**src/rtl/spi_cfg_pkg.sv**
```systemverilog
package spi_cfg_pkg;

  typedef enum logic {
    PH_ADDR = 1'b0,
    PH_DATA = 1'b1
  } byte_phase_e;

endpackage

```
**src/rtl/spi_cfg_sync.sv**
```systemverilog
module spi_cfg_sync #(
  parameter int WIDTH  = 3,
  parameter int STAGES = 2
) (
  input  logic             clk,
  input  logic             rst,
  input  logic [WIDTH-1:0] rst_val,
  input  logic [WIDTH-1:0] d,
  output logic [WIDTH-1:0] q
);

  logic [WIDTH-1:0] pipe [STAGES];

  generate
    for (genvar s = 0; s < STAGES; s++) begin : g_stage
      if (s == 0) begin : g_first
        always_ff @(posedge clk) begin
          if (rst) pipe[s] <= rst_val;
          else     pipe[s] <= d;
        end
      end else begin : g_next
        always_ff @(posedge clk) begin
          if (rst) pipe[s] <= rst_val;
          else     pipe[s] <= pipe[s-1];
        end
      end
    end
  endgenerate

  assign q = pipe[STAGES-1];

endmodule

```
**src/rtl/spi_cfg_shifter.sv**
```systemverilog
module spi_cfg_shifter #(
  parameter int DW = 8
) (
  input  logic          clk,
  input  logic          rst,
  input  logic          clear,
  input  logic          rise,
  input  logic          sdi,
  output logic          byte_done,
  output logic [DW-1:0] byte_val,
  output logic          at_boundary
);

  localparam int CW = $clog2(DW);
  localparam logic [CW-1:0] LAST = CW'(DW - 1);

  logic [CW-1:0] cnt;
  logic [DW-2:0] shreg;

  always_ff @(posedge clk) begin
    if (rst || clear) begin
      cnt   <= '0;
      shreg <= '0;
    end else if (rise) begin
      shreg <= {shreg[DW-3:0], sdi};
      if (cnt == LAST) cnt <= '0;
      else             cnt <= cnt + 1'b1;
    end
  end

  assign byte_done   = rise && (cnt == LAST);
  assign byte_val    = {shreg, sdi};
  assign at_boundary = (cnt == '0);

  AST_PARTIAL_DROPPED: assert property (@(posedge clk) disable iff (rst)
    $past(clear) |-> (cnt == '0));

endmodule

```
**src/rtl/spi_cfg_regbank.sv**
```systemverilog
module spi_cfg_regbank #(
  parameter int NUM_REGS = 16,
  parameter int DW       = 8
) (
  input  logic                   clk,
  input  logic                   rst,
  input  logic                   wr_en,
  input  logic [DW-2:0]          wr_idx,
  input  logic [DW-1:0]          wr_data,
  input  logic [DW-2:0]          rd_idx,
  output logic [DW-1:0]          rd_data,
  output logic [NUM_REGS*DW-1:0] regs_flat
);

  localparam int IW = DW - 1;
  localparam int AW = (NUM_REGS > 1) ? $clog2(NUM_REGS) : 1;
  localparam logic [IW:0] LIMIT = (IW+1)'(NUM_REGS);

  logic [DW-1:0] mem [NUM_REGS];
  logic          rd_in_range;

  generate
    for (genvar g = 0; g < NUM_REGS; g++) begin : g_reg
      always_ff @(posedge clk) begin
        if (rst)                                mem[g] <= '0;
        else if (wr_en && (wr_idx == IW'(g)))   mem[g] <= wr_data;
      end
      assign regs_flat[g*DW +: DW] = mem[g];
    end
  endgenerate

  assign rd_in_range = ({1'b0, rd_idx} < LIMIT);
  assign rd_data     = rd_in_range ? mem[rd_idx[AW-1:0]] : '0;

  AST_WRITE_IN_RANGE: assert property (@(posedge clk) disable iff (rst)
    wr_en |-> ({1'b0, wr_idx} < LIMIT));

  AST_ONLY_WRITE_CHANGES: assert property (@(posedge clk) disable iff (rst)
    !$past(wr_en) |-> $stable(regs_flat));

endmodule

```
**src/rtl/spi_cfg_slave.sv**
```systemverilog
module spi_cfg_slave
  import spi_cfg_pkg::*;
#(
  parameter int NUM_REGS    = 16,
  parameter int DW          = 8,
  parameter int SYNC_STAGES = 2
) (
  input  logic                   clk,
  input  logic                   rst,
  input  logic                   sck,
  input  logic                   sdi,
  input  logic                   sel_n,
  output logic                   sdo,
  output logic [NUM_REGS*DW-1:0] cfg_o
);

  localparam int IW = DW - 1;
  localparam logic [IW:0] LIMIT = (IW+1)'(NUM_REGS);

  logic [2:0]    sync_q;
  logic          sck_s, sdi_s, sel_n_s, sck_d;
  logic          rise, fall;
  logic          byte_done, at_boundary;
  logic [DW-1:0] byte_val;
  byte_phase_e   phase;
  logic          rd_q;
  logic [IW-1:0] idx_q;
  logic          wr_en;
  logic [DW-1:0] rd_data;
  logic [DW-1:0] tx;

  spi_cfg_sync #(.WIDTH(3), .STAGES(SYNC_STAGES)) u_sync (
    .clk     (clk),
    .rst     (rst),
    .rst_val (3'b100),
    .d       ({sel_n, sck, sdi}),
    .q       (sync_q)
  );

  assign {sel_n_s, sck_s, sdi_s} = sync_q;

  always_ff @(posedge clk) begin
    if (rst) sck_d <= 1'b0;
    else     sck_d <= sck_s;
  end

  assign rise = !sel_n_s &&  sck_s && !sck_d;
  assign fall = !sel_n_s && !sck_s &&  sck_d;

  spi_cfg_shifter #(.DW(DW)) u_shift (
    .clk         (clk),
    .rst         (rst),
    .clear       (sel_n_s),
    .rise        (rise),
    .sdi         (sdi_s),
    .byte_done   (byte_done),
    .byte_val    (byte_val),
    .at_boundary (at_boundary)
  );

  always_ff @(posedge clk) begin
    if (rst) begin
      phase <= PH_ADDR;
      rd_q  <= 1'b0;
      idx_q <= '0;
    end else if (sel_n_s) begin
      phase <= PH_ADDR;
    end else if (byte_done) begin
      if (phase == PH_ADDR) begin
        rd_q  <= byte_val[DW-1];
        idx_q <= byte_val[IW-1:0];
        phase <= PH_DATA;
      end else begin
        phase <= PH_ADDR;
      end
    end
  end

  assign wr_en = byte_done && (phase == PH_DATA) && !rd_q &&
                 ({1'b0, idx_q} < LIMIT);

  spi_cfg_regbank #(.NUM_REGS(NUM_REGS), .DW(DW)) u_bank (
    .clk       (clk),
    .rst       (rst),
    .wr_en     (wr_en),
    .wr_idx    (idx_q),
    .wr_data   (byte_val),
    .rd_idx    (idx_q),
    .rd_data   (rd_data),
    .regs_flat (cfg_o)
  );

  always_ff @(posedge clk) begin
    if (rst || sel_n_s) begin
      tx <= '0;
    end else if (fall) begin
      if (at_boundary) tx <= ((phase == PH_DATA) && rd_q) ? rd_data : '0;
      else             tx <= {tx[DW-2:0], 1'b0};
    end
  end

  assign sdo = tx[DW-1];

  AST_SDO_IDLE_LOW: assert property (@(posedge clk) disable iff (rst)
    $past(sel_n_s) |-> !sdo);

  AST_DESELECT_TO_ADDR: assert property (@(posedge clk) disable iff (rst)
    $past(sel_n_s) |-> (phase == PH_ADDR));

  AST_READ_NO_STORE: assert property (@(posedge clk) disable iff (rst)
    (byte_done && (phase == PH_DATA) && rd_q) |=> $stable(cfg_o));

  AST_ADDR_BYTE_QUIET: assert property (@(posedge clk) disable iff (rst)
    (phase == PH_ADDR) && $past(phase == PH_ADDR) && !$past(fall) |-> $stable(tx));

endmodule

```
**config.mk**
```make
export PLATFORM = sky130hd
export DESIGN_NAME = spi_cfg_slave
export DESIGN_NICKNAME = d
export VERILOG_FILES = /design/src/rtl/spi_cfg_pkg.sv /design/src/rtl/spi_cfg_sync.sv /design/src/rtl/spi_cfg_shifter.sv /design/src/rtl/spi_cfg_regbank.sv /design/src/rtl/spi_cfg_slave.sv
export SDC_FILE = /design/constraint.sdc
export NUM_CORES = 1
export LEC_CHECK = 0
export ABC_AREA = 1
export BUFFER_PORTS_ARGS = -buffer_cell sky130_fd_sc_hd__buf_2
export CAP_MARGIN = 30
export CORE_UTILIZATION = 51
export CTS_BUF_LIST = sky130_fd_sc_hd__clkbuf_8
export DETAILED_ROUTE_END_ITERATION = 10
export PLACE_DENSITY = 0.83
export SETUP_SLACK_MARGIN = 0.3
export SYNTH_ARGS = -nofsm -noshare
export SYNTH_HDL_FRONTEND = slang
export SYNTH_SLANG_ARGS = --single-unit
```
**constraint.sdc**
```tcl
create_clock -name clk -period 3.4 [get_ports clk]
set_clock_uncertainty 0.05 [all_clocks]
set_input_delay 0.17 -clock clk [delete_from_list [all_inputs] [get_ports clk]]
set_output_delay 0.17 -clock clk [all_outputs]
set_load 0.01 [all_outputs]
```
==> flow_summary.yaml <==
outcome:
  status: "complete, but fails checks"
  violations: "DRC"
routing:
  drt_first_pass_iters: 9
  drc: 12
  routedWlPerCell_um: 17.78
  viasPerCell: 5.524
  detail-route-antenna-nets: 0
  num_vias: 6679
  routed_wl_um: 21500
  drtIter0Drc: 876
critical_path:
  path_class: "reg2reg"
  critPathRequiredTime_ns: 3.45
  end_kind: "register"
  crit_path_max_fanout: 8
  slowest_delay_ns: 0.68
  crit_slowest_cell: "o21ai_1"
  crit_chain: "ha_1 > ha_1 > inv_1 > nor2_2 > nand2_2 > nor3_4 > inv_2 > o21ai_1"
  cpMostUsedCell: "ha_1"
  cp.buffers_inverters: 2
  worst-endpoint-arrival_ns: 2.55
  start_kind: "register"
  path_delay_family: "compound AO/OA/AOI/OAI gates"
sta:
  max_clock_freq_mhz: 400.0
  grt_setup_unrepaired: "no"
  drv_slew: 0
  finalSetupViolCount: 0
  finalSetupTns_ns: 0
  worst_slew_pin_slew_ns: 0.8577
  slew_headroom: 0.4244
  period_minus_slack_ns: 2.500
  fin_crit_sh: 0.7354
  hold_violations: 0
placed_design:
  placed_area_um2: 8641
  routabilityCongestion: 0.9054
  io_buffers: 133
  dp_hpwl_um: 14730
pwr:
  p_total_w: 0.004026
  vdd_ir_drop_max_v: 0.0002595
  p_per_area_nw_per_um2: 442.0
  leakage_nw: 3.793
global_routing:
  grt_first_pass_wirelength_um: 32800
  antenna_found_initial: 0
  grt_pass1_vias: 6128
  grt_use_total: 0.2800
  gr-total-overflow: 0
  grt_max_degree: 65
synthesis:
  syn_inst: 877
  ys_ff_latch: 166
  syn_area_um2: 7756
  ys_types: 24
  yosysSeqAreaShare: 0.5936
  ys_warn_count: 0
  avgSynthCellArea_um2: 8.844
  synth_nets: 885
clock_tree:
  clkLatencyLatePin_ns: 0.47
  cts_resized: 0
  clockBufferDepth: 2
  clkTransAtPathRegs_ns: 0.08
  cts_buffers: 17
  h-tree-depth: 4
  cts_sinks: 166
  postCtsHoldBufs: 7
  cts.root.buffer_cell: "clkbuf_8"
  postCtsSetupBuffers: 0
  cts_tree: "built"
cells_and_area:
  diodes: 0
  design_area_um2: 9109
  final_net_count: 1020
  drive_above_1_share: 0.2156
  area_growth_pct: 17.44
floorplan:
  dieArea_um2: 15710
  ios: 134
  die_x_um: 125.3
  core_um2: 14700
  rows: 44
  die_h_um: 125.3
  initial_core_util: 0.5277
worst_hold_path:
  hp-class: "reg2reg"
job:
  cap_violations: 0
-- cells in the final DEF (no fill, tap or decap), types with 3 or more instances in the layout --
cell / n
nand2_1: 190
nor2_1: 152
buf_2: 133
edfxtp_1: 128
inv_1: 122
nand3_1: 98
dfxtp_1: 37
a21oi_1: 25
o21ai_0: 19
nand3_2: 17
clkbuf_8: 17
buf_4: 17
a211oi_1: 10
clkinv_1: 8
inv_2: 7
dlygate4sd3_1: 7
nor3_2: 6
o21ai_1: 5
clkinvlp_4: 5
clkinv_2: 4
nor3_4: 3
ha_1: 3
bufinv_16: 3
-- worst register-to-register path, stage by stage (launching register included) --
cell and delay, ns:
dfxtp_1 0.35, ha_1 0.15, ha_1 0.14, inv_1 0.06
nor2_2 0.16, nand2_2 0.22, nor3_4 0.25, inv_2 0.09
o21ai_1 0.68
-- flip-flops by register name, indices dropped and copies added (netlist names), named ones only --
name           flops
u_shift.cnt        3
phase              1
u_bank.mem       128
tx                 8
u_sync.pipe        6
idx_q              7
sck_d              1
u_shift.shreg      7
rd_q               1
-- where the power goes --
group,switching [W],internal (W)
Combinational,0.000167,0.000101
Clock,0.000732,0.000714
Sequential,0.0000544,0.00226
Total,0.000953,0.00307
-- cell families (layout without fill, tap and decap cells) --
logic type / after synthesis / in the layout / synth area share
compound gates: 59 / 59 / 0.04130
simple gates: 472 / 472 / 0.2733
buf+inv: 177 / 325 / 0.08695
flops: 166 / 166 / 0.5936
fa+ha+maj: 3 / 3 / 0.004840
-- final timing paths --
path,startpoint,cells after the start,end,slack [ns]
max,u_shift.cnt[1],8,u_bank.mem[0][2],0.90
min reg2reg,u_sync.pipe[0][0],2,u_sync.pipe[1][0],0.35
max reg2reg,u_shift.cnt[1],8,u_bank.mem[0][2],0.90
min,u_sync.pipe[0][0],2,u_sync.pipe[1][0],0.35
-- metrics by stage --
step / cells / hold WS (ns) / worst slack [ns] / util
after floorplan: 877 / 0.2238 / 1.021 / -
after global placement: 1169 / 0.3056 / 1.007 / 0.5860
after detailed placement: 1170 / 0.3069 / 0.9252 / 0.5878
after CTS: 1209 / 0.3571 / 0.9223 / 0.6197
after global routing: 1209 / 0.3716 / 0.7467 / 0.6197
final: 1209 / 0.3521 / 0.8998 / 0.6197
-- synth_stat cells, drive strengths merged --
library cell / n / area, um2
a211oi: 10 / 75.07
a21oi: 25 / 125.1
buf: 11 / 51.30
clkbuf: 31 / 116.4
clkinv: 7 / 26.28
dfxtp: 38 / 760.7
edfxtp: 128 / 3844
ha: 3 / 37.54
inv: 128 / 480.5
nand2: 191 / 719.4
nand3: 115 / 660.6
nand3b: 1 / 20.02
nor2: 153 / 576.8
nor3: 9 / 108.9
nor4: 1 / 21.27
o21ai: 24 / 120.1
or2: 2 / 12.51
-- layout make-up --
class                      instances  area, um2
fill                            1182       5590
sequential                       166       4606
multi-input combinational        534       2477
timing repair buffer             158      890.9
inverter                         135      506.7
clock buffer                      17      234.0
tap                              184      230.2
clock inverter                    15      163.9
-- routing by layer --
metal  wire length (um)  share of wire  up-vias  track usage
met1               8023           0.37     3146       0.3552
met5                  0              0        -            0
li1                   -              -     3075            -
met4                666          0.031        0       0.1320
met3               2170           0.10       54      0.04792
met2              10640           0.49      404       0.4689
(Power assumes the default switching activity.)
